[src/rtl/alu_pkg.sv]
package alu_pkg;

    // Result selector inside each bit cell
    typedef enum logic [1:0] {
        SEL_AND  = 2'd0,
        SEL_OR   = 2'd1,
        SEL_SUM  = 2'd2,
        SEL_LESS = 2'd3
    } cell_sel_e;

    // Control word: invert flag on top, selector below
    typedef struct packed {
        logic      b_inv;
        cell_sel_e sel;
    } alu_ctrl_t;

    localparam logic [2:0] CTRL_AND  = 3'b000;
    localparam logic [2:0] CTRL_OR   = 3'b001;
    localparam logic [2:0] CTRL_ADD  = 3'b010;
    localparam logic [2:0] CTRL_SUB  = 3'b110;
    localparam logic [2:0] CTRL_SLT  = 3'b111;

    function automatic alu_ctrl_t decode_ctrl(input logic [2:0] raw);
        alu_ctrl_t c;
        c.b_inv = raw[2];
        c.sel   = cell_sel_e'(raw[1:0]);
        return c;
    endfunction

    function automatic logic maj3(input logic x, input logic y, input logic z);
        return (x & y) | (x & z) | (y & z);
    endfunction

    function automatic logic par3(input logic x, input logic y, input logic z);
        return x ^ y ^ z;
    endfunction

endpackage

[src/rtl/alu_cell.sv]
module alu_cell
    import alu_pkg::*;
(
    input  logic      a,
    input  logic      b,
    input  logic      cin,
    input  logic      less,
    input  alu_ctrl_t ctrl,
    output logic      res,
    output logic      cout
);
    logic b_eff;
    logic sum;

    always_comb begin
        b_eff = ctrl.b_inv ? ~b : b;
        sum   = par3(a, b_eff, cin);
        cout  = maj3(a, b_eff, cin);
        unique case (ctrl.sel)
            SEL_AND:  res = a & b_eff;
            SEL_OR:   res = a | b_eff;
            SEL_SUM:  res = sum;
            SEL_LESS: res = less;
            default:  res = 1'b0;
        endcase
    end
endmodule

[src/rtl/alu_top_cell.sv]
module alu_top_cell
    import alu_pkg::*;
(
    input  logic      a,
    input  logic      b,
    input  logic      cin,
    input  logic      less,
    input  alu_ctrl_t ctrl,
    output logic      res,
    output logic      cout,
    output logic      set_bit,
    output logic      ovf_raw
);
    logic core_cout;
    logic top_sum;

    alu_cell u_core (
        .a    (a),
        .b    (b),
        .cin  (cin),
        .less (less),
        .ctrl (ctrl),
        .res  (res),
        .cout (core_cout)
    );

    always_comb begin
        top_sum = par3(a, ctrl.b_inv ? ~b : b, cin);
        cout    = core_cout;
        // carry into the top cell differing from carry out of it
        ovf_raw = cin ^ core_cout;
        // sign corrected for overflow
        set_bit = top_sum ^ ovf_raw;
    end
endmodule

[src/rtl/alu_ripple_chain.sv]
module alu_ripple_chain
    import alu_pkg::*;
#(
    parameter int WIDTH = 32
) (
    input  logic [WIDTH-1:0] a,
    input  logic [WIDTH-1:0] b,
    input  alu_ctrl_t        ctrl,
    output logic [WIDTH-1:0] res,
    output logic             cout,
    output logic             ovf_raw
);
    localparam int TOP = WIDTH - 1;

    logic [WIDTH:0] carry;
    logic           set_fb;

    assign carry[0] = ctrl.b_inv;
    assign cout     = carry[WIDTH];

    for (genvar i = 0; i < WIDTH; i++) begin : g_bit
        if (i == TOP) begin : g_top
            alu_top_cell u_cell (
                .a       (a[i]),
                .b       (b[i]),
                .cin     (carry[i]),
                .less    (1'b0),
                .ctrl    (ctrl),
                .res     (res[i]),
                .cout    (carry[i+1]),
                .set_bit (set_fb),
                .ovf_raw (ovf_raw)
            );
        end else if (i == 0) begin : g_lsb
            alu_cell u_cell (
                .a    (a[i]),
                .b    (b[i]),
                .cin  (carry[i]),
                .less (set_fb),
                .ctrl (ctrl),
                .res  (res[i]),
                .cout (carry[i+1])
            );
        end else begin : g_mid
            alu_cell u_cell (
                .a    (a[i]),
                .b    (b[i]),
                .cin  (carry[i]),
                .less (1'b0),
                .ctrl (ctrl),
                .res  (res[i]),
                .cout (carry[i+1])
            );
        end
    end
endmodule

[src/rtl/alu_flag_unit.sv]
module alu_flag_unit
    import alu_pkg::*;
#(
    parameter int WIDTH = 32
) (
    input  logic [WIDTH-1:0] res,
    input  alu_ctrl_t        ctrl,
    input  logic             ovf_raw,
    output logic             overflow,
    output logic             zero
);
    always_comb begin
        overflow = (ctrl.sel == SEL_SUM) ? ovf_raw : 1'b0;
        zero     = ~(|res);
    end
endmodule

[src/rtl/bitslice_alu.sv]
module bitslice_alu
    import alu_pkg::*;
#(
    parameter int WIDTH = 32
) (
    input  logic [WIDTH-1:0] opnd_a,
    input  logic [WIDTH-1:0] opnd_b,
    input  logic [2:0]       alu_ctrl,
    output logic [WIDTH-1:0] result,
    output logic             carry_out,
    output logic             overflow,
    output logic             zero
);
    alu_ctrl_t ctrl_dec;
    logic      ovf_top;

    assign ctrl_dec = decode_ctrl(alu_ctrl);

    alu_ripple_chain #(.WIDTH(WIDTH)) u_chain (
        .a       (opnd_a),
        .b       (opnd_b),
        .ctrl    (ctrl_dec),
        .res     (result),
        .cout    (carry_out),
        .ovf_raw (ovf_top)
    );

    alu_flag_unit #(.WIDTH(WIDTH)) u_flags (
        .res      (result),
        .ctrl     (ctrl_dec),
        .ovf_raw  (ovf_top),
        .overflow (overflow),
        .zero     (zero)
    );
endmodule

[config.mk]
export PLATFORM = sky130hd
export DESIGN_NAME = bitslice_alu
export DESIGN_NICKNAME = d
export VERILOG_FILES = /design/src/rtl/alu_pkg.sv /design/src/rtl/alu_cell.sv /design/src/rtl/alu_top_cell.sv /design/src/rtl/alu_ripple_chain.sv /design/src/rtl/alu_flag_unit.sv /design/src/rtl/bitslice_alu.sv
export SDC_FILE = /design/constraint.sdc
export NUM_CORES = 1
export LEC_CHECK = 0
export BUFFER_PORTS_ARGS = -buffer_cell sky130_fd_sc_hd__buf_2
export CORE_ASPECT_RATIO = 2
export CORE_UTILIZATION = 54
export DETAILED_ROUTE_END_ITERATION = 8
export GPL_TIMING_DRIVEN = 1
export PLACE_DENSITY = 0.95
export REMOVE_ABC_BUFFERS = 1
export SYNTH_ARGS = -nofsm -noshare
export SYNTH_HDL_FRONTEND = slang
export SYNTH_SLANG_ARGS = --single-unit
[constraint.sdc]
create_clock -name vclk -period 27
set_input_delay 5.4 -clock vclk [all_inputs]
set_output_delay 5.4 -clock vclk [all_outputs]
set_load 0.005 [all_outputs]
# Word-level counts from Yosys, hierarchy flattened
# Index checks and enable logic that the tools add are counted.
# Widths: inputs -> output; s select.
# totals
out_inout_bits	35
inputBits	67
register_bits	0
# op_classes
n_bitwise	291
eq_ne	3
reduce_logical	2
mux	65
# op_table
op	count
$pmux 1 s4	32
$and 1x1->1	96
$or 1x1->1	96
$xor 1x1->1	66
$mux 1	33
$not 1->1	33
$reduce_or 32->1	1
$eq 2x2->1 const B	2
$eq 2x1->1 const B	1
$logic_not 2->1	1

# Depth between registers and ports, before layout
# depth
word_depth	103
mapped_depth	41

# Hierarchy
# From an unflattened synthesis, not the netlist that was laid out.
# unflattened
hier_cells	274
area_unflattened_um2	2921.6
# modules_own_cells
module	cells_per_inst	n_inst	area_per_inst_um2
alu_cell	8	32	87.6
alu_flag_unit	13	1	80.1
alu_top_cell	4	1	35.0
alu_ripple_chain	1	1	3.8

# Least setup slack after synthesis
# No wires, ideal clock.
# synth_timing
path_type	input to output
start	input port alu_ctrl[2]
end	output port zero
t_arrival_ns	18.574
path_slack_ns	3.026
t_required_ns	21.600
path_stages	41
cell_sequence	clkbuf_1 > buf_2 > xor2_1 > inv_1 > fa_1 > inv_1 > fa_1 > fa_1 > fa_1 > fa_1 > fa_1 > fa_1 > fa_1 > fa_1 > fa_1 > fa_1 > fa_1 > fa_1 > (+5 left out) > fa_1 > fa_1 > fa_1 > fa_1 > fa_1 > fa_1 > fa_1 > fa_1 > fa_1 > fa_1 > fa_1 > fa_1 > fa_1 > mux2i_1 > o22ai_1 > nor4_1 > nand4_1 > nor4_2
# synth_between
elab_cells_between_ends	324
classes_between	mux (64); bitwise (259); reduce/logical (1)
# synth_lines
element	line	rtl
start, declared	bitslice_alu.sv:8	input logic [2:0] alu_ctrl,
$mux 1	alu_cell.sv:16	b_eff = ctrl.b_inv ? ~b : b;
$and 1x1->1	alu_pkg.sv:31	return (x & y) | (x & z) | (y & z);
$or 1x1->1 (2 in a row)	alu_pkg.sv:31	
$and 1x1->1	alu_pkg.sv:31	
$or 1x1->1 (2 in a row)	alu_pkg.sv:31	
$and 1x1->1	alu_pkg.sv:31	
$or 1x1->1 (2 in a row)	alu_pkg.sv:31	
$and 1x1->1	alu_pkg.sv:31	
(+78 left out)	-	
$or 1x1->1 (2 in a row)	alu_pkg.sv:31	
$and 1x1->1	alu_pkg.sv:31	
$or 1x1->1 (2 in a row)	alu_pkg.sv:31	
$xor 1x1->1	alu_pkg.sv:35	return x ^ y ^ z;
$pmux 1 s4 *	alu_cell.sv:19	unique case (ctrl.sel)
via u_chain.g_bit[31].g_top.u_cell.res	alu_top_cell.sv:9	output logic res,
$reduce_or 32->1 *	alu_flag_unit.sv:14	zero = ~(|res);
$not 1->1 *	alu_flag_unit.sv:14	
end, declared	bitslice_alu.sv:12	output logic zero
# The timed path passes the listed nets; every way through them passes the cells marked *.

# Final worst setup path
# layout_timing
start	input port alu_ctrl[2]
end	output port zero
# layout_between
elab_chain_len	102
elab_cells_between_ends	324
classes_between	mux (64); bitwise (259); reduce/logical (1)
# layout_rtl
element	line	rtl
$mux 1	alu_cell.sv:16	
$and 1x1->1	alu_pkg.sv:31, alu_cell.sv:20	
$or 1x1->1 (2 in a row)	alu_pkg.sv:31	
$and 1x1->1	alu_pkg.sv:31	
$or 1x1->1 (2 in a row)	alu_pkg.sv:31	
$and 1x1->1	alu_pkg.sv:31	
$or 1x1->1 (2 in a row)	alu_pkg.sv:31	
$and 1x1->1	alu_pkg.sv:31	
(+81 left out)	-	
$or 1x1->1 (2 in a row)	alu_pkg.sv:31	
$and 1x1->1	alu_pkg.sv:31	
$or 1x1->1 (2 in a row)	alu_pkg.sv:31	
$xor 1x1->1	alu_top_cell.sv:31	ovf_raw = cin ^ core_cout;
$xor 1x1->1	alu_top_cell.sv:33	set_bit = top_sum ^ ovf_raw;
$pmux 1 s4	alu_cell.sv:19	
$reduce_or 32->1 *	alu_flag_unit.sv:14	
$not 1->1 *	alu_flag_unit.sv:14	
# Every way passes the cells marked *; elsewhere a longest branch is shown, timed or not.

==> reports/summary.md <==
## Detailed routing
* 0 — post-route DRC violation count
* 60 — 1st-iter DRT viols
* 4 — Detailed Routing Iterations Pass 1
* 2373 — count of vias placed by the detailed router
* 6770 um — overall routed net length
* met4 — Top Layer Used
* 0 — DRT antenna net count
* 3880 um — Met2 Routed Length
* 383 um — Routed met3 length
* 5.41 — drt via density
* 2230 um — met1 layer wirelength in the final routing
* 15.4 um — average wire per standard cell

## Critical path
* sky130_fd_sc_hd__fa_1 — Critical Path Slowest Stage Cell
* 12 — maximum fanout along the worst path
* primary input to primary output — critical path type
* 19.48 ns — data arrival time at the worst-slack endpoint
* primary input — startpoint types
* primary output — kind of end point of the critical path
* 21.60 ns — required time at the endpoint of the critical path
* 0.47 ns — largest stage delay on the critical path
* sky130_fd_sc_hd__fa_1 — most numerous cell on the critical path

## Floorplanning
* 37 — number of rows created at floorplan
* 102 — IO Pins
* 54.1 um — Die Width
* 5180 sq um — CORE AREA
* 106 um — vertical die dimension
* 56.6% — initial cell density of the core
* 5760 sq um — area of the die

## Global route
* 0 — antenna violations before repair
* 2592 — number of global-route vias before repair
* 0 — total gr overflow
* 11100 um — first-pass GRT wire length
* 25.5% — total routing resource utilization after global routing
* 38 — largest net degree at the start of global routing

## Hold path
* result[0] — WHS Endpoint
* primary input to primary output — class of the most critical hold timing path
* opnd_b[0] — source of the worst hold timing path
* 3 — Cells on Worst Hold Path

## Pwr
* 1.89 nW — standby leakage power
* 71.0 uW — overall power after layout
* 22.2 nW/um^2 — total power divided by cell area
* 0.0000152 V — worst ir drop on vdd

## Layout
* 544 — final-stage net count
* sky130_fd_sc_hd__buf_2, sky130_fd_sc_hd__inv_1, sky130_fd_sc_hd__ha_1 — most frequent cells in the layout
* 0 — Antenna Diode Count
* 0 sq um — FF+latch area
* sky130_fd_sc_hd__buf_2 — most common cell after layout, fill and taps aside
* 27.8% — share of post-route cells with drive strength above 1
* 0 — number of clock buffer instances in the layout
* 439 — number of standard cells in the layout, taps in and fillers out
* 2350 sq um — area occupied by multi-input gates
* 8.73% — Area Overhead vs Synth
* 455 — Layout fillers
* 61.6% — final core utilization
* 0 — seq_cells

## CTS
* 0 — setup fix buffers added after clock tree synthesis
* 0 — CTS hold repair buffers
* 0 — number of gates resized after cts

## Logic synthesis
* 23 — post-synth cell types
* 0 — Ys Warns
* 324 — number of standard cells after synthesis
* 2940 sq um — Post-Syn Area
* 9.06 sq um — synthesized area per cell
* 0% — proportion of synthesized chip area in sequential cells

## STA
* 0.767 ns — transition time of the tightest slew-check pin
* 92.2% — Final Cycle Share
* 0 — Final Max Slew Viols
* 0 — final setup vio count
* false — setup repair after global routing missed its margin
* 48.9% — Max-slew headroom
* 40.2 MHz — f_max
* 0 ns — Final TNS setup
* 0 — final hold violation count
* 24.88 ns — shortest clock period the worst path allows after layout

## Placed design
* 102 — Port-buffer cells
* 439 — Inst Count DP
* 0.858 — final weighted congestion in routability-driven placement
* 5580 um — Post-DP HPWL

## Job
* 0 — max-cap violations

## Outcome
* finished, final reports clean — outcome

==> per-stage QoR <==
step | hold slack [ns] | worst slack, ns | instance area [sq um]
6_report | 11.17 | 2.12 | 3190
5_1_grt | 11.18 | 1.66 | 3190
2_1_floorplan | 10.83 | 3.45 | 2590
3_5_place_dp | 11.17 | 2.21 | 3190
3_3_place_gp | 11.17 | 2.59 | 3190
4_1_cts | 11.17 | 2.17 | 3190
==> critical path: cells and delay by family <==
kind | cells | cell delay [ns]
muxes | 1 | 0.15
and+or+nand+nor | 3 | 0.72
xor gates and xnor gates | 1 | 0.14
adders and majority gates | 31 | 12.33
buffers and inverters | 4 | 0.61
AOI/OAI and AO/OA | 1 | 0.12
==> worst max path at each step <==
stage	from	to
6_report	alu_ctrl[2]	zero
5_1_grt	alu_ctrl[2]	zero
4_1_cts	alu_ctrl[2]	zero
3_5_place_dp	alu_ctrl[2]	zero
3_3_place_gp	alu_ctrl[2]	zero
2_1_floorplan	alu_ctrl[2]	zero
==> cell type report <==
class                      count  area share [%]
inverter                      65            7.64
timing repair buffer         104            16.5
multi-input combinational    212            73.6
tap                           58            2.27
==> report_power, final <==
part	internal [mW]	leakage [nW]	total, mW	switching [mW]
logic	0.0314	1.89	0.0710	0.0396
clock network	0	0	0	0
registers	0	0	0	0
total	0.0314	1.89	0.0710	0.0396
==> synth_stat cells <==
cell type | count | area (sq um)
sky130_fd_sc_hd__nand4_1 | 1 | 6.26
sky130_fd_sc_hd__o21ai_0 | 1 | 5.00
sky130_fd_sc_hd__nor4_2 | 1 | 12.5
sky130_fd_sc_hd__nor2_1 | 2 | 7.51
sky130_fd_sc_hd__nand2_1 | 3 | 11.3
sky130_fd_sc_hd__nor3_1 | 2 | 10.0
sky130_fd_sc_hd__a21oi_1 | 2 | 10.0
sky130_fd_sc_hd__buf_2 | 6 | 30.0
sky130_fd_sc_hd__xor2_1 | 31 | 272
sky130_fd_sc_hd__clkbuf_1 | 3 | 11.3
sky130_fd_sc_hd__inv_1 | 65 | 244
sky130_fd_sc_hd__nand2b_4 | 1 | 13.8
sky130_fd_sc_hd__buf_6 | 2 | 22.5
sky130_fd_sc_hd__xnor2_1 | 1 | 8.76
sky130_fd_sc_hd__buf_4 | 35 | 263
sky130_fd_sc_hd__fa_1 | 32 | 641
sky130_fd_sc_hd__nor4_1 | 7 | 43.8
sky130_fd_sc_hd__ha_1 | 62 | 776
sky130_fd_sc_hd__buf_8 | 1 | 15.0
sky130_fd_sc_hd__a31oi_1 | 2 | 12.5
sky130_fd_sc_hd__mux2i_1 | 32 | 320
sky130_fd_sc_hd__nor3b_1 | 1 | 7.51
sky130_fd_sc_hd__o22ai_1 | 31 | 194
==> logic make-up (layout without fill, tap and decap cells) <==
logic type	Yosys count	after routing	synth area share, %
AOI/OAI and AO/OA	36	36	7.54
xor gates and xnor gates	32	32	9.54
adders and majority gates	94	94	48.2
buffers and inverters	112	169	19.9
muxes	32	32	10.9
and+or+nand+nor	18	18	3.83
==> metal layers <==
| layer | GRT usage [%] | up-vias |
|---|---|---|
| li1 | - | 1108 |
| met1 | 25.0 | 1140 |
| met2 | 47.5 | 99 |
| met3 | 4.86 | 26 |
| met4 | 10.8 | 0 |
| met5 | 0 | - |
Power figures use the tool's default switching activity.
